===== config.mk =====
export PLATFORM = sky130hd
export DESIGN_NAME = segLimitChecker
export DESIGN_NICKNAME = d
export VERILOG_FILES = /design/src/rtl/segChkPkg.sv /design/src/rtl/segCtrl.sv /design/src/rtl/segBoundCmp.sv /design/src/rtl/segDatapath.sv /design/src/rtl/segLimitChecker.sv
export SDC_FILE = /design/constraint.sdc
export NUM_CORES = 1
export LEC_CHECK = 0
export BUFFER_PORTS_ARGS = -buffer_cell sky130_fd_sc_hd__buf_4
export CAP_MARGIN = 25
export CELL_PAD_IN_SITES_DETAIL_PLACEMENT = 0
export CELL_PAD_IN_SITES_GLOBAL_PLACEMENT = 1
export CORE_MARGIN = 2
export CORE_UTILIZATION = 43
export DETAILED_ROUTE_END_ITERATION = 10
export PLACE_DENSITY = 0.91
export SETUP_SLACK_MARGIN = 0.5
export SYNTH_ARGS = -nofsm -noshare
export SYNTH_HDL_FRONTEND = slang
export SYNTH_SLANG_ARGS = --single-unit

===== constraint.sdc =====
create_clock -name vclk -period 9.55
set_input_delay 0.4775 -clock vclk [all_inputs]
set_output_delay 0.4775 -clock vclk [all_outputs]
set_load 0.03 [all_outputs]

===== src/rtl/segChkPkg.sv =====
package segChkPkg;
  // Strobes from the mode/rights decoder to the address datapath.
  typedef struct packed {
    logic checkEn;     // segment checks apply
    logic rightsFault; // attribute violation, already gated by checkEn
    logic expandDown;  // bound rule variant
    logic pagingOn;    // protected mode with paging
  } segStrobes_t;
endpackage


===== src/rtl/segCtrl.sv =====
module segCtrl
  import segChkPkg::*;
(
  input  logic        accWrite,
  input  logic        accFetch,
  input  logic        segReadable,
  input  logic        segWritable,
  input  logic        segExpDown,
  input  logic        protEn,
  input  logic        pageEn,
  input  logic        longAct,
  input  logic        codeLong64,
  output segStrobes_t strb
);
  logic fullLong;
  logic plainRead;
  logic wrDenied;
  logic rdDenied;

  always_comb begin
    fullLong  = longAct & codeLong64;
    plainRead = ~accWrite & ~accFetch;
    wrDenied  = accWrite & ~segWritable;
    rdDenied  = plainRead & ~segReadable;

    strb.checkEn     = protEn & ~fullLong;
    strb.rightsFault = protEn & ~fullLong & (wrDenied | rdDenied);
    strb.expandDown  = segExpDown;
    strb.pagingOn    = protEn & pageEn;
  end
endmodule


===== src/rtl/segBoundCmp.sv =====
module segBoundCmp #(
  parameter int ADDR_W = 32,
  parameter int SIZE_W = 4
) (
  input  logic [ADDR_W-1:0] linAddr,
  input  logic [SIZE_W-1:0] accSize,
  input  logic [ADDR_W-1:0] segBase,
  input  logic [ADDR_W-1:0] segLimit,
  input  logic              expandDown,
  output logic              boundFault
);
  localparam int SUM_W = ADDR_W + 1;
  localparam int PAD_W = SUM_W - SIZE_W;

  logic [SUM_W-1:0] endAddr;
  logic [SUM_W-1:0] limitExt;
  logic [SUM_W-1:0] baseExt;
  logic             wrapped;
  logic             pastLimit;
  logic             belowBase;
  logic             atOrUnderLimit;
  logic             reachesBase;
  logic             upFault;
  logic             downFault;

  always_comb begin
    endAddr  = {1'b0, linAddr} + {{PAD_W{1'b0}}, accSize};
    limitExt = {1'b0, segLimit};
    baseExt  = {1'b0, segBase};
    wrapped  = segLimit < segBase;

    pastLimit      = endAddr > limitExt;
    belowBase      = linAddr < segBase;
    atOrUnderLimit = linAddr <= segLimit;
    reachesBase    = endAddr >= baseExt;

    upFault   = wrapped ? (pastLimit & belowBase) : pastLimit;
    downFault = wrapped ? (atOrUnderLimit | reachesBase)
                        : (atOrUnderLimit & reachesBase);
    boundFault = expandDown ? downFault : upFault;
  end
endmodule


===== src/rtl/segDatapath.sv =====
module segDatapath
  import segChkPkg::*;
#(
  parameter int ADDR_W = 32,
  parameter int SIZE_W = 4
) (
  input  logic [ADDR_W-1:0] linAddr,
  input  logic [SIZE_W-1:0] accSize,
  input  logic [ADDR_W-1:0] segBase,
  input  logic [ADDR_W-1:0] segLimit,
  input  segStrobes_t       strb,
  output logic              protFault,
  output logic              needLookup,
  output logic [ADDR_W-1:0] physAddr
);
  logic boundFault;
  logic passThru;

  segBoundCmp #(.ADDR_W(ADDR_W), .SIZE_W(SIZE_W)) bound_i (
    .linAddr   (linAddr),
    .accSize   (accSize),
    .segBase   (segBase),
    .segLimit  (segLimit),
    .expandDown(strb.expandDown),
    .boundFault(boundFault)
  );

  always_comb begin
    protFault  = strb.rightsFault | (strb.checkEn & boundFault);
    needLookup = strb.pagingOn & ~protFault;
    passThru   = ~strb.pagingOn & ~protFault;
    physAddr   = passThru ? linAddr : '0;
  end
endmodule


===== src/rtl/segLimitChecker.sv =====
module segLimitChecker
  import segChkPkg::*;
#(
  parameter int ADDR_W = 32,
  parameter int SIZE_W = 4
) (
  input  logic [ADDR_W-1:0] linAddr,
  input  logic [SIZE_W-1:0] accSize,
  input  logic              accWrite,
  input  logic              accFetch,
  input  logic [ADDR_W-1:0] segBase,
  input  logic [ADDR_W-1:0] segLimit,
  input  logic              segReadable,
  input  logic              segWritable,
  input  logic              segExpDown,
  input  logic              protEn,
  input  logic              pageEn,
  input  logic              longAct,
  input  logic              codeLong64,
  output logic              protFault,
  output logic              needLookup,
  output logic [ADDR_W-1:0] physAddr
);
  segStrobes_t strb;

  segCtrl ctrl_i (
    .accWrite   (accWrite),
    .accFetch   (accFetch),
    .segReadable(segReadable),
    .segWritable(segWritable),
    .segExpDown (segExpDown),
    .protEn     (protEn),
    .pageEn     (pageEn),
    .longAct    (longAct),
    .codeLong64 (codeLong64),
    .strb       (strb)
  );

  segDatapath #(.ADDR_W(ADDR_W), .SIZE_W(SIZE_W)) dp_i (
    .linAddr   (linAddr),
    .accSize   (accSize),
    .segBase   (segBase),
    .segLimit  (segLimit),
    .strb      (strb),
    .protFault (protFault),
    .needLookup(needLookup),
    .physAddr  (physAddr)
  );
endmodule


# Word-level counts from Yosys, hierarchy flattened
# Cells that the tools add are included.
[op_classes]
n_bitwise = 22
add_sub_neg = 1
muxes = 4
magnitude_cmp = 5
[ops]
columns = ["cell", "count"]
rows = [
  ["< comparator 32 bit", 2],
  ["adder 32 x 4 -> 33 bit", 1],
  ["greater-or-equal comparator 33 x 32 -> 1 bit", 1],
  ["greater-than comparator 33 x 32 -> 1 bit", 1],
  ["less-or-equal comparator 32 bit", 1],
  ["2-to-1 mux 32 bit", 1],
  ["bitwise AND 1 bit", 12],
  ["NOT 1 bit", 7],
  ["2-to-1 mux 1 bit", 3],
  ["bitwise OR 1 bit", 3],
]
[totals]
reg_bits = 0

# Logic depth before layout (Yosys ltp)
[depth]
ltp_word = 10
depth_mapped = 20
mapped_depth_nobuf = 19

# Cells and area by module
# From an unflattened synthesis, not the netlist that was laid out.
[hier_totals]
hier_cells = 612
area_unflattened_um2 = 4640.7
[by_module_without_submodules]
columns = ["mod", "area_each_um2", "instances", "cells_per_inst", "seq_area_each_um2"]
rows = [
  ["segBoundCmp", 4326.6, 1, 567, 0.0],
  ["segDatapath", 269.0, 1, 39, 0.0],
  ["segCtrl", 45.0, 1, 6, 0.0],
]

# Worst setup path after synthesis
# No wires, ideal clock.
[synth_timing]
path_type = "in2out"
startpoint = "input linAddr[0]"
endpoint = "output physAddr[2]"
required_ps = 9073
cell_stages = 19
t_arrival_ps = 4565
setup_slack_ps = 4507
path_cell_list = "ha_1 > inv_1 > fa_1 > nor2b_1 > o21ai_0 > nand2_1 > nand2_1 > nor3_1 > nand3_1 > xnor2_1 > ha_1 > nand4_1 > nor4_1 > nand2_1 > o21ai_0 > a31oi_1 > o32ai_2 > o211ai_4 > a21boi_0"
[synth_between]
elab_chain_len = 10
word_cells_on_any_way = 16
classes_between = "1 x add/sub; 4 x order compare; 4 x mux; 7 x bitwise"
[synth_lines]
columns = ["element", "line_no", "text"]
rows = [
  ["start, declared", "segLimitChecker.sv:7", "input logic [ADDR_W-1:0] linAddr,"],
  ["adder 32 x 4 -> 33 bit", "segBoundCmp.sv:27", "endAddr = {1'b0, linAddr} + {{PAD_W{1'b0}}, accSize};"],
  ["greater-than comparator 33 x 32 -> 1 bit / greater-or-equal comparator 33 x 32 -> 1 bit (equally long branches)", "segBoundCmp.sv:32, segBoundCmp.sv:35", ""],
  ["bitwise AND 1 bit, or another cell as far along", "segBoundCmp.sv:37", "upFault = wrapped ? (pastLimit & belowBase) : pastLimit;"],
  ["2-to-1 mux 1 bit, on equally long branches", "segBoundCmp.sv:37, segBoundCmp.sv:38", ""],
  ["2-to-1 mux 1 bit (*)", "segBoundCmp.sv:40", "boundFault = expandDown ? downFault : upFault;"],
  ["bitwise AND 1 bit (*)", "segDatapath.sv:29", "protFault = strb.rightsFault | (strb.checkEn & boundFault);"],
  ["bitwise OR 1 bit (*)", "segDatapath.sv:29", ""],
  ["NOT 1 bit (*)", "segDatapath.sv:31", "passThru = ~strb.pagingOn & ~protFault;"],
  ["bitwise AND 1 bit (*)", "segDatapath.sv:31", ""],
  ["2-to-1 mux 32 bit (*)", "segDatapath.sv:32", "physAddr = passThru ? linAddr : '0;"],
  ["end, declared", "segLimitChecker.sv:22", "output logic [ADDR_W-1:0] physAddr"],
]
# Every way passes the cells marked *; elsewhere a longest branch is shown, timed or not.

# Worst setup path after layout
[layout_timing]
startpoint = "input linAddr[0]"
endpoint = "output physAddr[31]"
# Same word-level chain as after synthesis.

==> results.yml <==
outcome:
  outcome: "finished, final reports clean"
setup_path:
  crit_path_start_kind: "primary input"
  required_ns: 9.07
  cp-end-kind: "output port"
  worst-setup-path-type: "primary input to output port"
  worstPathArrival_ns: 5.40
  crit_fanout: 29
detailed_routing:
  wl_per_cell_um: 17.12
  dr.pass1.iters: 4
  drtAntennaViolNets: 0
  num_vias: 5077
  wl_mm: 15.29
  viasPerCell: 5.685
  drc: 0
  drtIter0Drc: 197
global_route:
  grt_use_total: 0.2512
  first_global_vias: 4920
  grt_pass1_wl_mm: 24.13
  antenna_found_initial: 0
  gr-total-overflow: 0
  grt_max_degree: 33
placed_design:
  io_buffers: 143
  place_congestion: 0.9068
  dp_hpwl_mm: 13.65
  pre_cts_slack_ns: 3.333
floorplan:
  fp.dieH_um: 109.4
  initial_utilization: 0.4407
  io_pins: 143
  core_area_um2: 10840
  dieWidth_um: 109.4
  row_count: 38
  die-area_um2: 11970
layout:
  layout-drive-gt1-share: 0.2311
  area_delta_synth_final_pct: 25.56
  nNetsFinal: 1027
  diodes: 0
  fill_cells: 1059
  n_clock_buffer: 0
  design.seq.count: 0
  multi_input_area_um2: 4418
  final-seq-area_um2: 0
worst_hold_path:
  holdPathStages: 4
  holdPathEnd: "needLookup"
  hold_start: "pageEn"
  hp-class: "primary input to output port"
timing:
  period_needed_ns: 5.879
  setup_viol: 0
  maxSlewViolCount: 0
  holdWs_ns: 1.315
  tightest_slew_ns: 0.7989
  fin_tns_setup_ns: 0
  rsz0062_at_grt: "no"
  slew_headroom: 0.4674
  post-route-period-util: 0.6156
  finalHoldViolations: 0
  fin_ws_ns: 3.671
  clock.fmax_mhz: 170.1
synth:
  synth_compound_area_frac: 0.2559
  synthMuxAreaShare: 0
  ys_seq_area_frac: 0
  synth_xor_area_frac: 0.05500
  syn_area_per_cell_um2: 7.780
  synth_adder_area_share: 0.4309
  ys.warnings.count: 0
  synth.distinct_cells: 55
  syn_area_um2: 4777
  yosys.area_share.simple: 0.1831
  synth_top_family_by_area: "adder cells"
  syn_inst: 614
  synth_nets: 886
power_and_ir_drop:
  max-vdd-ir-drop_v: 0.00002394
  clockPowerShare: 0
  p_sw_uw: 177.5
  powerDensity_nw_per_um2: 51.99
  switching_share: 0.5691
  power_frac_comb: 1.000
  totalPowerFinal_uw: 311.9
  p_leak_nw: 3.204
  p_int_uw: 134.4
  seq_power_share: 0
cts:
  hold_buffers: 0
  post_cts_resized: 0
  post_cts_buffers: 0
run:
  cap_violations: 0
[placed cells by master (no fill, tap or decap), types with 6 or more instances in the layout]
master	count
o21ai_0	18
a21o_1	16
xor2_1	10
a21boi_1	19
a21boi_2	6
inv_1	81
ha_1	162
nand3_1	28
a21oi_1	58
and4_1	10
nand2_1	42
nand4_1	31
nor2_1	18
buf_4	144
xnor2_1	20
nor3_1	6
a21oi_2	6
[per-layer routing]
metal,vias up,global-route usage,wire [µm]
met5,-,0,0
met4,0,0.02170,123
met3,10,0.005928,658
met2,125,0.4511,7400
met1,2350,0.3470,7108
li1,2592,-,-
[how the worst max path moves through the flow]
| stage | start | end | slack [ns] | cells past startpoint |
|---|---|---|---|---|
| finish | linAddr[0] | physAddr[31] | 3.67 | 22 |
| floorplan | linAddr[0] | physAddr[2] | 4.51 | 19 |
| detailed placement | linAddr[1] | physAddr[31] | 3.33 | 20 |
| global placement | linAddr[1] | physAddr[2] | 3.60 | 20 |
| CTS | linAddr[1] | physAddr[31] | 3.29 | 20 |
| global route | linAddr[0] | physAddr[31] | 3.36 | 22 |
[logic make-up after synthesis]
| logic type | after synthesis |
|---|---|
| AOI/OAI and AO/OA | 170 |
| xor gates and xnor gates | 30 |
| and+or+nand+nor | 163 |
| buffers and inverters | 87 |
| adders and majority gates | 164 |
[synth_stat cells (all sizes together) (6+ instances only)]
library cell  number  area, µm²
a2111oi            8      126.4
a21boi            30      247.7
a21o              16      120.1
a21oi             64      342.8
and3               8      53.80
and4              11      97.59
ha               162       2027
inv               81      304.0
nand2             42      157.7
nand3             28      140.1
nand4             32      206.5
nor2              18      67.56
nor3               6      30.03
o21ai             21      108.9
xnor2             20      175.2
xor2              10      87.58
[per-stage QoR]
| step | utilization | std cells | cell area, µm² |
|---|---|---|---|
| final | 0.5533 | 893 | 5998 |
| after CTS | 0.5515 | 892 | 5978 |
| after global placement | 0.5515 | 892 | 5978 |
| after global routing | 0.5533 | 893 | 5998 |
| after detailed placement | 0.5515 | 892 | 5978 |
| after floorplan | - | 614 | 4777 |
[power groups by stage]
stage | clock (mW) | combinational, mW | sequential (mW)
6_report | 0 | 0.312 | 0
5_1_grt | 0 | 0.347 | 0
4_1_cts | 0 | 0.309 | 0
3_5_place_dp | 0 | 0.307 | 0
3_3_place_gp | 0 | 0.296 | 0
2_1_floorplan | 0 | 0.191 | 0
[cell type report]
type	count	share of cell area
Timing Repair Buffer	145	0.1836
Multi-Input combinational cell	527	0.7365
Tap cell	140	0.02920
Inverter	81	0.05069
[worst max-delay path: stages]
cell	delay, ns
buf_4	0.09
ha_1	0.16
inv_1	0.05
fa_1	0.40
nor2b_1	0.13
o21ai_0	0.19
nand2_1	0.21
nand2_1	0.16
nor3_1	0.42
nand3_1	0.16
xnor2_1	0.18
ha_1	0.33
nand4_1	0.17
nor4_1	0.63
nand2_1	0.11
o21ai_0	0.25
a211oi_1	0.09
o32ai_2	0.39
o211ai_4	0.20
buf_12	0.22
a21boi_0	0.18
buf_4	0.19
Note: power is estimated with default switching activity, not from simulation.
